[config.mk]
export PLATFORM = sky130hd
export DESIGN_NAME = spi_rx_status
export DESIGN_NICKNAME = d
export VERILOG_FILES = /design/src/rtl/spi_rxs_pkg.sv /design/src/rtl/rxs_datapath.sv /design/src/rtl/rxs_control.sv /design/src/rtl/spi_rx_status.sv
export SDC_FILE = /design/constraint.sdc
export NUM_CORES = 1
export LEC_CHECK = 0
export ABC_AREA = 1
export BUFFER_PORTS_ARGS = -buffer_cell sky130_fd_sc_hd__buf_4
export CAP_MARGIN = 20
export CORE_UTILIZATION = 30
export DETAILED_ROUTE_END_ITERATION = 12
export PLACE_DENSITY = 0.57
export SLEW_MARGIN = 20
export SYNTH_ARGS = -nofsm -noshare
export SYNTH_HDL_FRONTEND = slang
export SYNTH_HIERARCHICAL = 1
export SYNTH_SLANG_ARGS = --single-unit
export TNS_END_PERCENT = 30
[constraint.sdc]
create_clock -name clk -period 3.35 [get_ports clk]
set_clock_uncertainty 0.15 [all_clocks]
set_input_delay 0 -clock clk [delete_from_list [all_inputs] [get_ports clk]]
set_output_delay 0 -clock clk [all_outputs]
set_load 0.01 [all_outputs]
[src/rtl/spi_rxs_pkg.sv]
package spi_rxs_pkg;
  // Strobes from control to datapath
  typedef struct packed {
    logic push;       // append word at write pointer
    logic pop;        // retire oldest word
    logic overwrite;  // replace the word at read pointer (buffer mode)
  } rxs_strobe_t;
endpackage

[src/rtl/rxs_datapath.sv]
module rxs_datapath
  import spi_rxs_pkg::*;
#(
  parameter int DATA_W = 16,
  parameter int DEPTH  = 4,
  parameter int CNT_W  = $clog2(DEPTH + 1)
) (
  input  logic              clk,
  input  logic              rst_n,
  input  logic              wideFrame,
  input  logic [DATA_W-1:0] rxWord,
  input  logic              matchWr,
  input  logic [DATA_W-1:0] matchIn,
  input  rxs_strobe_t       stb,
  output logic [CNT_W-1:0]  count,
  output logic [DATA_W-1:0] headWord,
  output logic              wordEq
);
  localparam int HALF  = DATA_W / 2;
  localparam int PTR_W = (DEPTH > 1) ? $clog2(DEPTH) : 1;
  localparam logic [PTR_W-1:0] LAST_PTR = PTR_W'(DEPTH - 1);

  logic [DATA_W-1:0] mem [DEPTH];
  logic [PTR_W-1:0]  wrPtr, rdPtr;
  logic [DATA_W-1:0] lastWord, matchVal, storeWord;

  function automatic logic [PTR_W-1:0] ptrInc(input logic [PTR_W-1:0] p);
    return (p == LAST_PTR) ? '0 : p + 1'b1;
  endfunction

  always_comb begin
    storeWord = wideFrame ? rxWord : {{(DATA_W-HALF){1'b0}}, rxWord[HALF-1:0]};
    headWord  = mem[rdPtr];
    wordEq    = wideFrame ? (lastWord == matchVal)
                          : (lastWord[HALF-1:0] == matchVal[HALF-1:0]);
  end

  always_ff @(posedge clk) begin
    if (!rst_n) begin
      for (int i = 0; i < DEPTH; i++) mem[i] <= '0;
      wrPtr    <= '0;
      rdPtr    <= '0;
      count    <= '0;
      lastWord <= '0;
      matchVal <= '0;
    end else begin
      if (stb.push) begin
        mem[wrPtr] <= storeWord;
        wrPtr      <= ptrInc(wrPtr);
      end
      if (stb.overwrite) mem[rdPtr] <= storeWord;
      if (stb.pop) rdPtr <= ptrInc(rdPtr);
      count <= count + CNT_W'(stb.push) - CNT_W'(stb.pop);
      if (stb.push || stb.overwrite) lastWord <= storeWord;
      if (matchWr) matchVal <= matchIn;
    end
  end
endmodule

[src/rtl/rxs_control.sv]
module rxs_control
  import spi_rxs_pkg::*;
#(
  parameter int DEPTH = 4,
  parameter int CNT_W = $clog2(DEPTH + 1)
) (
  input  logic             clk,
  input  logic             rst_n,
  input  logic             fifoMode,
  input  logic             dmaEnable,
  input  logic             rxValid,
  input  logic             statusRd,
  input  logic             dataRd,
  input  logic             dmaDone,
  input  logic             matchClrWr,
  input  logic [CNT_W-1:0] count,
  input  logic             wordEq,
  output rxs_strobe_t      stb,
  output logic             rxFull,
  output logic             matchHit
);
  localparam logic [CNT_W-1:0] FULL_CNT = CNT_W'(DEPTH);

  logic rdArm, matchArm, evalPend;
  logic notEmpty, clearReq, popReq, evalNow;

  always_comb begin
    notEmpty = (count != '0);
    rxFull   = fifoMode ? (count == FULL_CNT) : notEmpty;
    clearReq = dmaEnable ? dmaDone : (dataRd && rdArm);
    popReq   = dmaEnable ? dmaDone : dataRd;
    stb      = '0;
    if (fifoMode) begin
      stb.pop  = popReq && notEmpty;
      stb.push = rxValid && (!rxFull || stb.pop);
    end else begin
      stb.pop       = clearReq && notEmpty && !rxValid;
      stb.push      = rxValid && !notEmpty;
      stb.overwrite = rxValid && notEmpty;
    end
    evalNow = evalPend && rxFull;
  end

  always_ff @(posedge clk) begin
    if (!rst_n) begin
      rdArm    <= 1'b0;
      matchArm <= 1'b0;
      evalPend <= 1'b0;
      matchHit <= 1'b0;
    end else begin
      evalPend <= stb.push || stb.overwrite;

      if (fifoMode || dmaEnable)  rdArm <= 1'b0;
      else if (statusRd && rxFull) rdArm <= 1'b1;
      else if (dataRd)             rdArm <= 1'b0;

      if (evalNow)                      matchHit <= wordEq;
      else if (matchClrWr && matchArm)  matchHit <= 1'b0;

      if (evalNow || matchClrWr)       matchArm <= 1'b0;
      else if (statusRd && matchHit)   matchArm <= 1'b1;
    end
  end
endmodule

[src/rtl/spi_rx_status.sv]
module spi_rx_status
  import spi_rxs_pkg::*;
#(
  parameter int DATA_W     = 16,
  parameter int FIFO_DEPTH = 4
) (
  input  logic              clk,
  input  logic              rst_n,
  input  logic              fifoMode,
  input  logic              wideFrame,
  input  logic              dmaEnable,
  input  logic              rxValid,
  input  logic [DATA_W-1:0] rxWord,
  input  logic              matchWr,
  input  logic [DATA_W-1:0] matchIn,
  input  logic              statusRd,
  input  logic              matchClrWr,
  input  logic              dataRd,
  input  logic              dmaDone,
  output logic              rxFull,
  output logic              matchHit,
  output logic [DATA_W-1:0] rxData
);
  localparam int CNT_W = $clog2(FIFO_DEPTH + 1);

  rxs_strobe_t      stb;
  logic [CNT_W-1:0] count;
  logic             wordEq;

  rxs_control #(.DEPTH(FIFO_DEPTH), .CNT_W(CNT_W)) u_ctrl (
    .clk(clk), .rst_n(rst_n), .fifoMode(fifoMode), .dmaEnable(dmaEnable),
    .rxValid(rxValid), .statusRd(statusRd), .dataRd(dataRd), .dmaDone(dmaDone),
    .matchClrWr(matchClrWr), .count(count), .wordEq(wordEq),
    .stb(stb), .rxFull(rxFull), .matchHit(matchHit)
  );

  rxs_datapath #(.DATA_W(DATA_W), .DEPTH(FIFO_DEPTH), .CNT_W(CNT_W)) u_dp (
    .clk(clk), .rst_n(rst_n), .wideFrame(wideFrame), .rxWord(rxWord),
    .matchWr(matchWr), .matchIn(matchIn), .stb(stb),
    .count(count), .headWord(rxData), .wordEq(wordEq)
  );
endmodule

==> impl_metrics.json <==
{
  "die_w_um": 128.3,
  "grt_busiest_layer": "met2",
  "post_route_cells_drive_above_1_share_pct": 16.30,
  "tightestPinTransition_ps": 909.0,
  "cts_tree": "yes",
  "worst-endpoint-arrival_ps": 2770,
  "synthesis.yosys.warnings": 6,
  "die_area_mm2": 0.01645,
  "synthDistinctLibCells": 29,
  "critPathMaxStageDelay_ps": 570,
  "fp.dieH_um": 128.3,
  "ant_nets": 0,
  "globalRouteMet3Util_pct": 2.671,
  "synth_compound_area_share_pct": 13.00,
  "io_buffer_count": 60,
  "nFillCells": 1477,
  "finalHoldViolCount": 0,
  "grt_pass1_wl_mm": 18.85,
  "yosys_register_bits": 109,
  "critical_path.n_buffers_inverters": 4,
  "holdPathEnd": "u_dp/lastWord[11]",
  "effective_utilization_at_floorplan_pct": 31.11,
  "grt_use_met2_pct": 24.23,
  "postSynthCellCount": 514,
  "gr-usage-all-layers_pct": 14.98,
  "placed_area_mm2": 0.005404,
  "holdWs_ps": 5.526,
  "place_worst_setup_slack_ps": 753.2,
  "finalWeightedCongestion": 0.7765,
  "clockRootBuffer": "clkbuf_16",
  "sequential_area_share_after_synthesis_pct": 59.03,
  "initial_antenna_violation_count": 0,
  "final.setup.worst_slack_ps": 722.0,
  "timing.hold.worst.class": "in2reg",
  "cp.depth": 10,
  "fraction_of_the_mapped_netlist_area_in_simple_logic_gates_pct": 17.22,
  "h_tree_level_count": 3,
  "min_period_over_period_pct": 78.45,
  "cap_violations": 0,
  "clk_path_buf_depth": 2,
  "grt.overflow.total": 0,
  "cp_top_family": "buffers and inverters",
  "hpwlAfterDp_mm": 7.626,
  "wl_mm": 11.57,
  "synth_adder_area_share_pct": 2.250,
  "critical_path_required_ps": 3490,
  "nNetsFinal": 684,
  "synth.area.top_cells": "edfxtp_1 (40%), dfxtp_1 (19%), nor2_1 (9.7%)",
  "maxSlewViolCount": 0,
  "yosys.area_share.xor_xnor_pct": 2.564,
  "cts.sink_count": 109,
  "crit_path_start": "u_dp/count[1]",
  "largest_fanout_on_the_critical_path": 32,
  "vias_in_the_first_global_route": 3711,
  "yosysTopAreaCellShare_pct": 40.19,
  "min_delay_path_depth": 3,
  "num_vias": 3785,
  "ioPinCount": 61,
  "timing.hold.worst.start": "rxWord[11]",
  "via_per_inst": 4.458,
  "finalSetupViolations": 0,
  "syn-mean-instance-area_um2": 9.304,
  "fmax_mhz": 380.5,
  "synth.mux.area_fraction_pct": 0,
  "cp_slowest_cell": "dlygate4sd3_1",
  "tritoncts.num_buffers": 9,
  "first_pass_iters": 5,
  "p_leak_nw": 2.636,
  "clk_pin_slew_worst_paths_ps": 70,
  "antenna_cells": 0,
  "timing.max_slew.rel_slack_pct": 39.33,
  "grt_setup_unrepaired": "false",
  "global_route.usage.met1_pct": 19.98,
  "critical_path.reg2reg.endpoint": "u_dp/lastWord[6]",
  "post_synth_instance_area_mm2": 0.004782,
  "crit_chain": "inv_2 > nand3b_1 > nand3_1 > nand2_1 > inv_1 > nor2_1 > inv_1 > o21ai_0 > a21oi_1 > dlygate4sd3_1",
  "synth_nets": 565,
  "wl_per_cell_um": 13.63,
  "end_kind": "register",
  "detailedRoute.firstIterationViolations": 251,
  "insertion_delay_ps": 350,
  "layout_commonest_cell": "nor2_1",
  "yosys.area.top_type": "edfxtp_1",
  "worstRegToRegCells": 10,
  "area_delta_synth_final_pct": 33.36,
  "core_region_mm2": 0.01537,
  "critical_path_class": "reg2reg",
  "power.ir.vdd_worst_uv": 322.0,
  "pin_count_of_the_biggest_net_entering_global_routing": 52,
  "r2r-start": "u_dp/count[1]",
  "main_combinational_cell_family_by_area_after_synthesis": "simple AND/OR/NAND/NOR gates",
  "core.rowCount": 45,
  "layout_common_cells": "nor2_1 (124), o21ai_0 (69), dlygate4sd3_1 (68)",
  "worst_setup_path_start_kind": "register",
  "crit_top_cell": "inv_1",
  "run_status": "finished clean",
  "finalWorstPathRequiredPeriod_ps": 2628,
  "totalNegativeSetupSlack_ps": 0,
  "drcViolationCount": 0,
  "design_area_mm2": 0.006377,
  "power.density_cell_area_mw_per_mm2": 657.9,
  "r2r_slack_ps": 720
}
[metrics by stage]
step                cells  total power, mW  utilization, %
finish                849            4.196           41.49
floorplan             514            2.655               -
global placement      765            3.015           35.16
detailed placement    765            3.062           35.16
global route          849            4.466           41.49
CTS                   849            4.233           41.49
[registers in the layout, summed over array words and instances, names as in the netlist, named ones only]
| signal | flops |
|---|---|
| u_dp/count | 3 |
| u_ctrl/matchHit | 1 |
| u_dp/rdPtr | 2 |
| u_dp/lastWord | 16 |
| u_dp/wrPtr | 2 |
| u_dp/mem | 64 |
| u_dp/matchVal | 16 |
| u_ctrl/rdArm | 1 |
| u_ctrl/evalPend | 1 |
| u_ctrl/matchArm | 1 |
[routing by layer]
layer | share of wire (%) | vias up
met4 | 1.6 | 0
met5 | 0 | -
met2 | 47 | 96
li1 | - | 1934
met3 | 5.2 | 16
met1 | 46 | 1739
[cell families after synthesis]
logic type | after synthesis
buf+inv | 68
flops | 109
fa+ha+maj | 8
simple gates | 200
compound gates | 115
xor+xnor | 14
[how the worst max path moves through the flow]
stage	slack (ps)	end
final	720	u_dp/lastWord[6]
after floorplan	530	u_dp/mem[3][0]
after global routing	460	u_dp/lastWord[5]
after global placement	880	u_dp/mem[0][12]
after detailed placement	750	u_dp/mem[2][8]
after CTS	720	u_dp/lastWord[1]
[cell usage after synthesis]
| cell | number |
|---|---|
| o21ai_0 | 70 |
| nand2_4 | 1 |
| a21oi_2 | 3 |
| buf_2 | 5 |
| a32oi_2 | 1 |
| o21ai_1 | 1 |
| clkbuf_1 | 15 |
| nand2_2 | 3 |
| nor3_1 | 2 |
| fa_1 | 1 |
| dfxtp_1 | 45 |
| o22ai_1 | 16 |
| xnor2_1 | 14 |
| inv_1 | 39 |
| nand3_1 | 6 |
| ha_1 | 7 |
| o21ai_2 | 1 |
| inv_2 | 5 |
| a21oi_1 | 23 |
| buf_6 | 3 |
| nand2_1 | 49 |
| nor2_4 | 1 |
| nor2_2 | 11 |
| edfxtp_1 | 64 |
| nor2_1 | 124 |
| nand4_1 | 1 |
| nand3b_1 | 1 |
| clkinv_1 | 1 |
| nand3_2 | 1 |
[final cells by class]
cell class | instances | area [µm²] | share of cell area (%)
Sequential cell | 109 | 2823 | 44.26
Multi-Input combinational cell | 337 | 1675 | 26.27
Inverter | 45 | 168.9 | 2.649
Tap cell | 211 | 264.0 | 4.140
Clock inverter | 6 | 63.81 | 1.001
Timing Repair Buffer | 131 | 1154 | 18.09
Clock buffer | 10 | 229.0 | 3.590
[tightest hold or removal path: cells and delay by family]
| kind | cells | cell delay [ps] |
|---|---|---|
| AOI/OAI and AO/OA | 1 | 120 |
| buffers and inverters | 1 | 110 |
| and+or+nand+nor | 1 | 220 |
[power by group]
part	total (mW)	switching [mW]	internal (mW)
clock	1.05	0.474	0.578
combinational	1.27	0.728	0.542
sequential	1.87	0.133	1.74
[repair_timing]
item                      4_1_cts  5_1_grt
hold buffers                   68        0
resized for setup               0        0
setup buffers                   0        0
hold endpoints to repair       87        0
No activity file was read; power rests on OpenSTA's default activity.
